## src/rtl/exc_cause_picker.sv

```systemverilog
module exc_cause_picker #(
  parameter int LEVELS = 15,
  parameter int CODE_W = $clog2(LEVELS + 1),
  parameter logic [LEVELS-1:0] CRIT_MAP = 15'h403F,
  parameter logic [LEVELS-1:0] DBG_MAP  = 15'h400A,
  parameter logic [LEVELS-1:0] MASKABLE = 15'h2030
) (
  input  logic              clk,
  input  logic              rst_n,
  input  logic [LEVELS-1:0] cause_req,
  input  logic [LEVELS-1:0] cause_en,
  input  logic              crit_en,
  input  logic              ncrit_en,
  input  logic              dbg_mode,
  input  logic              ack,
  output logic              valid,
  output logic              dispatch,
  output logic [CODE_W-1:0] code,
  output logic              crit
);

  logic [LEVELS-1:0] class_ok, dbg_ok, own_ok, eligible;
  logic [CODE_W-1:0] win_code;
  logic              win_crit;
  logic              take;

  assign class_ok = (CRIT_MAP & {LEVELS{crit_en}}) | (~CRIT_MAP & {LEVELS{ncrit_en}});
  assign dbg_ok   = ~DBG_MAP | {LEVELS{dbg_mode}};
  assign own_ok   = ~MASKABLE | cause_en;
  assign eligible = cause_req & class_ok & dbg_ok & own_ok;
  assign take     = !valid || ack;

  always_comb begin
    win_code = '0;
    win_crit = 1'b0;
    for (int i = LEVELS - 1; i >= 0; i--) begin
      if (eligible[i]) begin
        win_code = CODE_W'(i + 1);
        win_crit = CRIT_MAP[i];
      end
    end
  end

  always_ff @(posedge clk) begin
    if (!rst_n) begin
      valid    <= 1'b0;
      dispatch <= 1'b0;
      code     <= '0;
      crit     <= 1'b0;
    end else begin
      dispatch <= 1'b0;
      if (take) begin
        valid    <= |eligible;
        dispatch <= |eligible;
        code     <= win_code;
        crit     <= win_crit;
      end
    end
  end

endmodule

```

## config.mk

```make
export PLATFORM = sky130hd
export DESIGN_NAME = exc_cause_picker
export DESIGN_NICKNAME = d
export VERILOG_FILES = /design/src/rtl/exc_cause_picker.sv
export SDC_FILE = /design/constraint.sdc
export NUM_CORES = 1
export LEC_CHECK = 0
export CORE_AREA = 2 2 39 41
export CTS_BUF_LIST = sky130_fd_sc_hd__clkbuf_8 sky130_fd_sc_hd__clkbuf_16
export CTS_CLUSTER_SIZE = 25
export DETAILED_ROUTE_END_ITERATION = 12
export DIE_AREA = 0 0 41 43
export DONT_BUFFER_PORTS = 1
export GPL_TIMING_DRIVEN = 1
export PLACE_DENSITY = 0.68
export SYNTH_ARGS = -nofsm -noshare
export SYNTH_HDL_FRONTEND = slang
export SYNTH_SLANG_ARGS = --single-unit
```

## constraint.sdc

```tcl
create_clock -name clk -period 3.7 [get_ports clk]
set_input_delay 0.925 -clock clk [delete_from_list [all_inputs] [get_ports clk]]
set_output_delay 0.925 -clock clk [all_outputs]
set_load 0.01 [all_outputs]
```

==> results of run 1 <==
where the power goes:
part,leakage (nW),switching [W],internal [W],total [W]
combinational,0.159,0.0000210,0.0000200,0.0000410
sequential,0.0583,0.00000694,0.0000825,0.0000894
clock,0.0269,0.0000318,0.0000716,0.000103
total,0.244,0.0000597,0.000174,0.000234
area by class of cell:
cell class / instances / share of cell area (%)
Multi-Input combinational cell: 66 / 66.8
Clock buffer: 3 / 6.45
Sequential cell: 7 / 21.9
Clock inverter: 1 / 0.586
Tap cell: 16 / 3.13
Inverter: 2 / 1.17
synthesized netlist by cell type, drive strengths merged, types with 2 or more instances:
library cell and count:
a21oi 5, a221oi 2, a41oi 2, and2 6, and3 2, clkbuf 3
dfxtp 7, inv 2, nand2 9, nand3 6, nor2 4, nor3 2
o211ai 2, o21ai 9, o31a 3
critical path: cells and delay by family:
family	cells	cell delay, ns
AO/OA/AOI/OAI	2	0.41
AND/OR/NAND/NOR	2	0.62
sequential cells by signal, summed over array words and instances (netlist names):
name / count
code: 4
dispatch: 1
crit: 1
valid: 1
metrics by stage:
| step | util, % | total power, W |
|---|---|---|
| 5_1_grt | 46.3 | 0.000244 |
| 6_report | 46.3 | 0.000234 |
| 2_1_floorplan | - | 0.000127 |
| 4_1_cts | 46.3 | 0.000235 |
| 3_3_place_gp | 43.0 | 0.000131 |
| 3_5_place_dp | 43.0 | 0.000131 |
logic make-up after synthesis:
kind of cell | count (synthesis)
simple gates | 35
compound gates | 31
flops | 7
buf+inv | 5
worst min-delay path by stage:
stage	end
detailed placement	code[2]
CTS	code[3]
global placement	code[2]
global route	code[3]
finish	code[2]
floorplan	code[2]
routing by layer:
layer / wire (um) / global-route usage [%] / part of all wire [%] / vias to the layer above
li1: - / - / - / 303
met1: 607 / 21.2 / 44 / 251
met2: 640 / 25.9 / 47 / 22
met3: 115 / 3.14 / 8.4 / 2
met4: 10 / 8.00 / 0.73 / 0
met5: 0 / 0 / 0 / -
==> flow_summary.yaml, run 1 <==
synthesis:
  ys_ff_latch: 7
  muxShareOfSynthArea_pct: 0
  ys.flop_type: "dfxtp_1"
  postSynth.asyncResetShare_pct: 0
  ys_warn_count: 0
  synth_edf_count: 0
  synthCells: 78
  synth_top_family_by_area: "compound AO/OA/AOI/OAI gates"
  synth.distinct_cells: 35
  yosysTopAreaCell: "dfxtp_1"
  synth_fp_nets: 114
  synth_xor_area_share_pct: 0
  ys_seq_area_share_pct: 23.9
  synth-adder-area-share_pct: 0
  netlist_top_cells_area: "dfxtp_1 (24%), and2_1 (6.4%), nand2_1 (5.8%)"
  synth_compound_area_share_pct: 40.9
  netlist.area_leader.share_pct: 23.9
  synth_area_um2: 587
  synth-simple-area-share_pct: 32.0
  avgSynthCellArea_um2: 7.52
global_route:
  grt_pass1_wl_mm: 1.99
  grt_pass1_vias: 533
  grt_max_degree: 13
  antenna_found_initial: 0
  grt_usage_pct: 16.8
  grt_overflow_total: 0
route:
  drtIter0Drc: 12
  drc: 0
  wl_per_cell_um: 14.5
  num_vias: 578
  drt_wl_total_mm: 1.37
  viasPerCell: 6.08
  ant_nets: 0
  firstDrtPassIters: 4
sta:
  maxSlewViolCount: 0
  fin_crit_sh_pct: 49.8
  setup-tns-final_ns: 0
  min_period_ns: 1.84
  rsz0062_at_grt: "false"
  max_freq_mhz: 543
  finalSetupViolCount: 0
  worst_slack_ns: 1.86
  worstMarginPinSlew_ns: 0.390
  relSlewSlack_pct: 73.7
  fin_worst_skew_ns: 0.00347
  hold_slack_ns: 0.515
  hold_viol: 0
place:
  dpl_cell_area_um2: 596
  io_buffers: 0
  gp_congestion: 0.913
  placedCellCount: 91
  place_ws_ns: 1.63
  hpwlAfterDp_mm: 1.09
clocking:
  cts_setup_buffers: 0
  clockRootBuffer: "clkbuf_8"
  cts.sinks: 7
  clk_path_buf_depth: 2
  post_cts_resized: 0
  cts_buffers: 3
  cts_tree: "yes"
  ctsHoldBuffers: 0
  clk_latency_ns: 0.23
  htree_levels: 1
  cts.clk_slew.worst_paths_ns: 0.04
hold_path:
  hp-start: "code[2]"
  hold_path_class: "flip-flop to flip-flop"
  hold_depth: 2
setup_path:
  arrival_ns: 1.95
  r2r_end: "code[1]"
  crit_end: "valid"
  critPathSlowestCell: "or4_4"
  worst-setup-path-type: "input port to flip-flop"
  worstReg2RegStart: "valid"
  cp-startpoint: "cause_req[10]"
  cp-end-kind: "flip-flop"
  start_kind: "input port"
  max_stage_delay_ns: 0.55
  rrSetupSlack_ns: 2.50
  worstPathRequired_ns: 3.81
  worstPathCellList: "or4_4, o21ai_4, nand2_1, o31a_1"
  reg2regPathDepth: 4
  path_max_fanout: 5
layout:
  drive_above_1_share_pct: 13.9
  final_common_cell: "nand2_1"
  seqCellArea_um2: 140
  final_area_um2: 641
  final_cell_mix: "nand2_1 (9), dfxtp_1 (7), and2_1 (6), nand3_1 (6), a21oi_1 (5)"
  antennaDiodeCount: 0
  fill_cells: 146
  multi_input_area_um2: 428
  finalNetCount: 116
  stdcell_count: 95
  area_delta_synth_final_pct: 9.17
floorplan:
  rows: 14
  die_x_um: 41
  ioPinCount: 43
  initial_utilization_pct: 42.4
  core_um2: 1380
  die_h_um: 43
  die_area_um2: 1760
job:
  maxCapViolations: 0
power_and_ir_drop:
  p_leak_nw: 0.244
  vdd_drop_max_mv: 0.208
  powerDensity_nw_per_um2: 365
outcome:
  status: "complete, no violations"
(Power assumes the default switching activity.)
==> run 2: changes to the inputs <==
clock period = 1.8 ns   (was 3.7 ns; I/O delays follow)
==> results of run 2 <==
Same layout as run 1 (identical final DEF). Status: complete, no violations.
Main changes from that run: setup slack after placement 1.63 ns -> 0.206 ns; setup slack after layout 1.86 ns -> 0.433 ns; hold slack 0.515 ns -> 0.342 ns; register-to-register setup slack 2.50 ns -> 0.60 ns; end point of the worst hold path code[2] -> dispatch; total power 0.000234 W -> 0.000481 W; worst IR drop on VDD 0.208 mV -> 0.427 mV
==> run 3: changes to the inputs <==
clock period = 1.3 ns   (was 1.8 ns; I/O delays follow)
==> run 3 against run 2 <==
Compared with the run above: non-clock buffer count is 7 higher; worst hold slack worse by 0.12 ns; flip-flop and latch count stayed put; core utilization is 3.8 points higher; final cell count increased by 7.4%; sequential power increased by 38%; register-to-register slack got worse by 0.49 ns; via count grew 5.7%.
==> flow_summary.yaml, run 3 (same netlist as run 1, synthesis figures left out) <==
layout:
  largest_register_ffs: 4
  area_delta_synth_final_pct: 18.1
  final_area_um2: 693
  drive_above_1_share_pct: 20.9
  largest_register: "code"
  final_cell_mix: "nand2_1 (9), dfxtp_1 (7), buf_4 (7), and2_1 (6), nand3_1 (6)"
  finalNetCount: 123
  fill_cells: 143
  antennaDiodeCount: 0
  final_common_cell: "nand2_1"
clocking:
  cts_tree: "yes"
  cts_buffers: 3
  ctsHoldBuffers: 0
  clk_latency_ns: 0.23
  htree_levels: 1
  clk_path_buf_depth: 2
  cts.clk_slew.worst_paths_ns: 0.04
  cts.sinks: 7
  cts_setup_buffers: 0
  post_cts_resized: 0
  clockRootBuffer: "clkbuf_8"
setup_path:
  path_max_fanout: 5
  reg2regPathDepth: 4
  worst-setup-path-type: "input port to flip-flop"
  worstReg2RegStart: "valid"
  worstPathRequired_ns: 1.41
  r2r_end: "code[1]"
  start_kind: "input port"
  cp-end-kind: "flip-flop"
  rrSetupSlack_ns: 0.11
  arrival_ns: 1.35
route:
  ant_nets: 0
  drt_wl_total_mm: 1.46
  drc: 0
  wl_per_cell_um: 14.4
  drtIter0Drc: 8
  firstDrtPassIters: 4
  num_vias: 611
  viasPerCell: 5.99
floorplan:
  ioPinCount: 43
  core_um2: 1380
  rows: 14
  die_area_um2: 1760
  die_x_um: 41
  die_h_um: 43
  initial_utilization_pct: 42.4
sta:
  worstMarginPinSlew_ns: 0.324
  finalSetupViolCount: 0
  maxSlewViolCount: 0
  relSlewSlack_pct: 78.4
  hold_viol: 0
  fin_crit_sh_pct: 95.3
  max_freq_mhz: 807
  fin_worst_skew_ns: 0.00140
  rsz0062_at_grt: "false"
  min_period_ns: 1.24
power_and_ir_drop:
  p_leak_nw: 0.277
  total_power_w: 0.000685
  clockPowerShare_pct: 42.9
  p_sw_share_pct: 25.5
  seq_power_share_pct: 37.0
  p_comb_share_pct: 20.1
  switching_power_w: 0.000175
  vdd_drop_max_mv: 0.582
  powerDensity_nw_per_um2: 988
  p_int_w: 0.000510
place:
  hpwlAfterDp_mm: 1.23
  io_buffers: 0
  gp_congestion: 0.896
  dpl_cell_area_um2: 648
global_route:
  grt_pass1_wl_mm: 2.10
  grt_pass1_vias: 583
  grt_usage_pct: 17.6
  antenna_found_initial: 0
  grt_overflow_total: 0
  grt_max_degree: 13
hold_path:
  hp-start: "rst_n"
  whs_endpoint: "dispatch"
  hold_depth: 2
  hold_path_class: "input port to flip-flop"
outcome:
  status: "complete, no violations"
job:
  maxCapViolations: 0
run 3: cell types whose count changed in the layout (fill, tap and decap cells not counted), sizes merged:
cell	change
buf	+7
run 3: layer usage:
layer,part of all wire [%],global-route usage [%],wire length [um],vias up
met5,0,0,0,-
met4,1.5,10.7,22,0
met3,9.6,4.71,141,3
met2,48,27.8,702,21
met1,41,19.8,597,277
li1,-,-,-,310
run 3: power groups by stage:
stage / clock network (W) / registers [W] / logic [W]
2_1_floorplan: 0 / 0.000255 / 0.000106
3_3_place_gp: 0 / 0.000256 / 0.000134
3_5_place_dp: 0 / 0.000257 / 0.000136
4_1_cts: 0.000303 / 0.000254 / 0.000138
5_1_grt: 0.000317 / 0.000255 / 0.000152
6_report: 0.000294 / 0.000253 / 0.000138
run 3: critical path: stages:
cell	delay (ns)
or4_4	0.55
o21ai_4	0.16
nand2_1	0.08
o31a_1	0.24
run 3: through the flow:
stage / utilization [%] / TNS [ns] / hold WS (ns) / std cells / setup slack (ns)
after floorplan: - / -0.157 / 0.485 / 78 / -0.122
after global placement: 46.8 / -0.473 / 0.454 / 98 / -0.165
after detailed placement: 46.8 / -0.483 / 0.458 / 98 / -0.164
after CTS: 50.1 / 0 / 0.221 / 102 / 0.0634
after global routing: 50.1 / 0 / 0.225 / 102 / 0.0347
final: 50.1 / 0 / 0.222 / 102 / 0.0607
run 3: area by class of cell:
cell class | count | area (um^2) | area share [%]
timing repair buffer | 7 | 52.6 | 7.58
tap | 16 | 20.0 | 2.89
sequential | 7 | 140 | 20.2
clock inverter | 1 | 3.75 | 0.542
multi-input combinational | 66 | 428 | 61.7
inverter | 2 | 7.51 | 1.08
clock buffer | 3 | 41.3 | 5.96
run 3: how the worst max path moves through the flow:
stage	startpoint	endpoint	slack, ns	depth (start not counted)
2_1_floorplan	cause_req[10]	valid	-0.12	4
3_3_place_gp	cause_req[10]	valid	-0.16	4
3_5_place_dp	cause_req[10]	valid	-0.16	4
4_1_cts	cause_req[10]	valid	0.06	4
5_1_grt	valid	code[1]	0.03	4
6_report	cause_req[10]	valid	0.06	4
